**config.mk**
```make
export PLATFORM = sky130hd
export DESIGN_NAME = gate_fault_guard
export DESIGN_NICKNAME = d
export VERILOG_FILES = /design/src/rtl/gate_fault_guard.sv
export SDC_FILE = /design/constraint.sdc
export NUM_CORES = 1
export LEC_CHECK = 0
export BUFFER_PORTS_ARGS = -buffer_cell sky130_fd_sc_hd__buf_2
export CAP_MARGIN = 20
export CORE_ASPECT_RATIO = 0.75
export CORE_UTILIZATION = 30
export CTS_BUF_LIST = sky130_fd_sc_hd__clkbuf_2 sky130_fd_sc_hd__clkbuf_4 sky130_fd_sc_hd__clkbuf_8
export DETAILED_ROUTE_END_ITERATION = 16
export PLACE_DENSITY = 0.54
export REMOVE_ABC_BUFFERS = 1
export SLEW_MARGIN = 20
export SYNTH_ARGS = -nofsm -noshare
export SYNTH_HDL_FRONTEND = slang
export SYNTH_SLANG_ARGS = --single-unit
export TNS_END_PERCENT = 5
```
**constraint.sdc**
```tcl
create_clock -name clk -period 2.7 [get_ports clk]
set_input_delay 0.27 -clock clk [delete_from_list [all_inputs] [get_ports clk]]
set_output_delay 0.27 -clock clk [all_outputs]
set_load 0.005 [all_outputs]
```
**src/rtl/gate_fault_guard.sv**
```systemverilog
module gate_fault_guard #(
  parameter int unsigned CLEAR_CYCLES = 500,
  parameter int unsigned LEGS = 3
) (
  input  logic            clk,
  input  logic            rst_n,
  input  logic            uv_flag,
  input  logic            oc_trip,
  input  logic [LEGS-1:0] hi_cmd_n,
  input  logic [LEGS-1:0] lo_cmd_n,
  output logic [LEGS-1:0] hi_gate,
  output logic [LEGS-1:0] lo_gate,
  output logic            inhibit,
  output logic            fault_n
);

  localparam int unsigned CW = $clog2(CLEAR_CYCLES + 1);
  localparam logic [CW-1:0] LIMIT = CW'(CLEAR_CYCLES);

  logic          latched;
  logic [CW-1:0] hold_cnt;
  logic          trip;
  logic          lows_idle;
  logic          window_done;

  assign trip        = uv_flag | oc_trip;
  assign lows_idle   = &lo_cmd_n;
  assign window_done = hold_cnt == LIMIT;

  always_ff @(posedge clk or negedge rst_n) begin
    if (!rst_n) begin
      latched  <= 1'b0;
      hold_cnt <= '0;
    end else begin
      if (latched && lows_idle) begin
        if (!window_done)
          hold_cnt <= hold_cnt + 1'b1;
        else if (!trip)
          hold_cnt <= '0;
      end else begin
        hold_cnt <= '0;
      end

      if (trip)
        latched <= 1'b1;
      else if (latched && lows_idle && window_done)
        latched <= 1'b0;
    end
  end

  assign inhibit = latched;
  assign fault_n = ~latched;
  assign hi_gate = inhibit ? '0 : ~hi_cmd_n;
  assign lo_gate = inhibit ? '0 : ~lo_cmd_n;


  set_on_trip_chk: assert property (@(posedge clk) disable iff (!rst_n)
    (uv_flag || oc_trip) |=> (!fault_n && inhibit));


  gates_off_chk: assert property (@(posedge clk) disable iff (!rst_n)
    !fault_n |-> (hi_gate == '0 && lo_gate == '0));


  hold_while_active_chk: assert property (@(posedge clk) disable iff (!rst_n)
    (!fault_n && !(&lo_cmd_n)) |=> !fault_n);


  release_needs_idle_chk: assert property (@(posedge clk) disable iff (!rst_n)
    $rose(fault_n) |-> ($past(&lo_cmd_n) && !$past(uv_flag) && !$past(oc_trip)));


  count_bound_chk: assert property (@(posedge clk) disable iff (!rst_n)
    hold_cnt <= LIMIT);


  set_priority_chk: assert property (@(posedge clk) disable iff (!rst_n)
    (!fault_n && (uv_flag || oc_trip)) |=> !fault_n);

endmodule

```
==> After elaboration in Yosys (flattened, before gate mapping) <==
Cells that the tools add are included.
{ "op_classes": {"n_addsub": 1, "n_eq_ne": 2, "mux": 7, "bitwise": 4, "reduce_logical": 4} }
{ "ops": {"columns": ["operator", "count"], "rows": [
  ["2-to-1 mux 9 bit", 3],
  ["adder 9 x 1 -> 9 bit (second input constant)", 1],
  ["== test 9 bit (second input constant)", 1],
  ["2-to-1 mux 3 bit", 2],
  ["NOT 3 bit", 2],
  ["inequality test 3 bit (second input constant)", 1],
  ["AND reduction 3 bit", 1],
  ["logical AND 1 bit", 2],
  ["2-to-1 mux 1 bit", 2],
  ["nonzero test 2 bit", 1],
  ["NOT 1 bit", 1],
  ["bitwise OR 1 bit", 1]
]} }
{ "word_totals": {"regBits": 10, "in_bits": 10} }

==> Longest topological paths before layout <==
{ "depth": {"ltp_word": 5, "depth_mapped": 6, "ltp_nobuf": 5} }

==> Worst setup path after synthesis <==
Ideal clock, no wire load.
{ "synth_timing": {"kind": "register -> register", "from": "register hold_cnt[0]", "to": "register hold_cnt[7]", "arrival_time_ns": 1.315, "t_required_ns": 2.598, "setup_slack_ns": 1.283, "stages_incl_launch_ff": 7, "period_less_slack_ns": 1.417, "cell_sequence": "dfrtp_1 > inv_1 > ha_1 > and4b_1 > buf_6 > a21o_1 > a311oi_1"} }
{ "synth_between": {"elab_chain_cells": 3, "elab_cells_between_ends": 5} }
{ "synth_lines": {"columns": ["element", "line", "rtl"], "rows": [
  ["start: declaration", "21", "logic [CW-1:0] hold_cnt;"],
  ["start signal: assignment", "37", "hold_cnt <= hold_cnt + 1'b1;"],
  ["adder 9 x 1 -> 9 bit or == test 9 bit (tied branches)", "37, 28", null],
  ["2-to-1 mux 9 bit", "36", "if (!window_done)"],
  ["2-to-1 mux 9 bit", "35", "if (latched && lows_idle) begin"]
]} }
Parallel ways exist; a longest one is shown, timed or not.
A chain may end at the register's enable or synchronous reset.

==> Worst setup path in the final report <==
Ends and elaborated chain as after synthesis.

==> impl_metrics.json <==
{
  "status": "finished clean",
  "synth_seq_cells": 10,
  "dieArea_um2": 2252,
  "yosysUniqueCellTypes": 28,
  "cts_sinks": 10,
  "htreeDepth": 1,
  "wl_per_cell_um": 13.45,
  "hpwl_um": 1073,
  "grt.overflow.total": 0,
  "cts_setup_buffers": 0,
  "drt_wl_total_um": 1426,
  "hold_class": "in2reg",
  "grt_pass1_vias": 529,
  "clockBufferDepth": 2,
  "crit_path_max_fanout": 6,
  "antenna_found_initial": 0,
  "finalSetupTns_ns": 0,
  "clockRootBuffer": "clkbuf_4",
  "end_kind": "register",
  "worst_pin_slew_ns": 0.4318,
  "drt_iter0_drc": 20,
  "required_ns": 2.86,
  "synth_warnings": 0,
  "period_needed_ns": 1.500,
  "cts_tree": "done",
  "dr.pass1.iters": 4,
  "fmax_mhz": 666.8,
  "design.final.nets": 98,
  "gp_congestion": 0.7500,
  "hold_violations": 0,
  "hold_slack_ns": 0.3211,
  "rsz0062_at_grt": "false",
  "synthCells": 67,
  "layout_commonest_cell": "buf_2",
  "relSlewSlack_pct": 71.13,
  "cts_buffers": 3,
  "leakage_nw": 0.3495,
  "hold_buffers": 1,
  "fin_crit_sh_pct": 55.55,
  "detail-route-antenna-nets": 0,
  "drc_errors": 0,
  "finClkSkew_ns": 0.001990,
  "row_count": 13,
  "grt_max_degree": 11,
  "grt_usage_pct": 16.81,
  "die_x_um": 54.47,
  "path_clk_slew_ns": 0.06,
  "layout_common_cells": "buf_2 (17), dfrtp_1 (10), nor2_1 (8)",
  "start_kind": "register",
  "finalMaxSlewViolations": 0,
  "start_util_pct": 33.70,
  "port_buffers": 17,
  "netlist_area_um2": 619.3,
  "holdPathStages": 3,
  "grt_pass1_wl_um": 2477,
  "drv_cap": 0,
  "core_region_area_um2": 1838,
  "peakVddDrop_uv": 211.7,
  "arrival_ns": 1.66,
  "finalSetupViolations": 0,
  "p_per_area_nw_per_um2": 367.8,
  "layout-drive-gt1-share_pct": 27.38,
  "n_fill_cell": 187,
  "area_delta_synth_final_pct": 18.18,
  "io-pin-count": 18,
  "die_y_um": 41.35,
  "num_antenna_cells": 0,
  "dr_total_vias": 579,
  "cts-resized-gates": 0,
  "syn_area_per_cell_um2": 9.244,
  "clock_latency_ns": 0.26,
  "viasPerCell": 5.462,
  "worst-r2r-cell-count": 5,
  "crit_type": "reg2reg",
  "synth-seq-area-share_pct": 40.40
}
-- cells in the mapped netlist (all sizes together) --
| cell | number | area (um2) |
|---|---|---|
| a211oi | 3 | 27.52 |
| a21o | 1 | 7.510 |
| a21oi | 4 | 20.02 |
| a311oi | 2 | 17.52 |
| a31o | 1 | 8.760 |
| a31oi | 3 | 18.77 |
| and3 | 2 | 12.51 |
| and4 | 1 | 8.760 |
| and4b | 1 | 10.01 |
| buf | 4 | 32.53 |
| dfrtp | 10 | 250.2 |
| ha | 2 | 25.02 |
| inv | 3 | 11.26 |
| nand2 | 2 | 7.510 |
| nand3 | 3 | 15.01 |
| nand4 | 4 | 31.28 |
| nand4b | 1 | 8.760 |
| nor2 | 8 | 30.03 |
| nor3 | 2 | 10.01 |
| o211ai | 1 | 7.510 |
| o21ai | 4 | 20.01 |
| or2 | 1 | 6.260 |
| or3 | 1 | 6.260 |
| xor2 | 3 | 26.28 |
-- final cells by class --
class | instances | area (um2) | share of cell area (%)
Multi-Input combinational cell | 50 | 325.3 | 44.44
Sequential cell | 10 | 250.2 | 34.19
Timing Repair Buffer | 18 | 95.09 | 12.99
Tap cell | 22 | 27.53 | 3.761
Clock buffer | 3 | 22.52 | 3.077
Inverter | 3 | 11.26 | 1.538
-- per-stage QoR --
stage | util, % | instances | total power [mW] | cell area, um2 | setup slack (ns)
global placement | 38.05 | 102 | 0.1716 | 699.4 | 1.266
global route | 39.82 | 106 | 0.2884 | 732.0 | 1.084
CTS | 39.82 | 106 | 0.2754 | 732.0 | 1.211
finish | 39.82 | 106 | 0.2692 | 732.0 | 1.200
floorplan | - | 63 | 0.1597 | 586.8 | 1.339
detailed placement | 38.05 | 102 | 0.1718 | 699.4 | 1.233
-- worst max-delay path: stages (launching register included) --
cell and delay, ns:
dfrtp_1 0.41, inv_1 0.07, ha_1 0.21, and4b_1 0.27, a21o_1 0.20, a311oi_1 0.25
-- sequential cells by signal, indices dropped and copies added, names as in the netlist --
register and count:
hold_cnt 9, inhibit 1
-- where the power goes --
part | internal, mW | leakage [nW] | switching, mW | total, mW
registers | 0.151 | 0.134 | 0.000945 | 0.151
logic | 0.00774 | 0.202 | 0.0105 | 0.0183
clock network | 0.0514 | 0.0138 | 0.0481 | 0.0995
total | 0.210 | 0.350 | 0.0596 | 0.269
-- worst paths after layout --
check / from / to / slack [ns]
max: hold_cnt[0] / hold_cnt[7] / 1.20
min: uv_flag / inhibit / 0.32
max reg2reg: hold_cnt[0] / hold_cnt[7] / 1.20
min reg2reg: hold_cnt[7] / hold_cnt[7] / 0.55
max in group asynchronous: rst_n / hold_cnt[5] / 2.11
min in group asynchronous: rst_n / hold_cnt[7] / 0.40
-- routing by layer --
layer,global-route usage (%),vias up,part of all wire (%),wire length [um]
met3,7.609,2,5.8,83
met1,21.57,275,51,732
met5,0,-,0,0
met2,25.91,17,42,600
met4,3.846,0,0.70,10
li1,-,285,-,-
-- cells by family (layout without fill, tap and decap cells) --
logic type,Yosys count,after routing,synth area share (%)
simple gates,26,26,23.64
xor+xnor,3,3,4.243
buf+inv,7,24,7.070
compound gates,19,19,20.61
flops,10,10,40.40
fa+ha+maj,2,2,4.040
(Power assumes the default switching activity.)
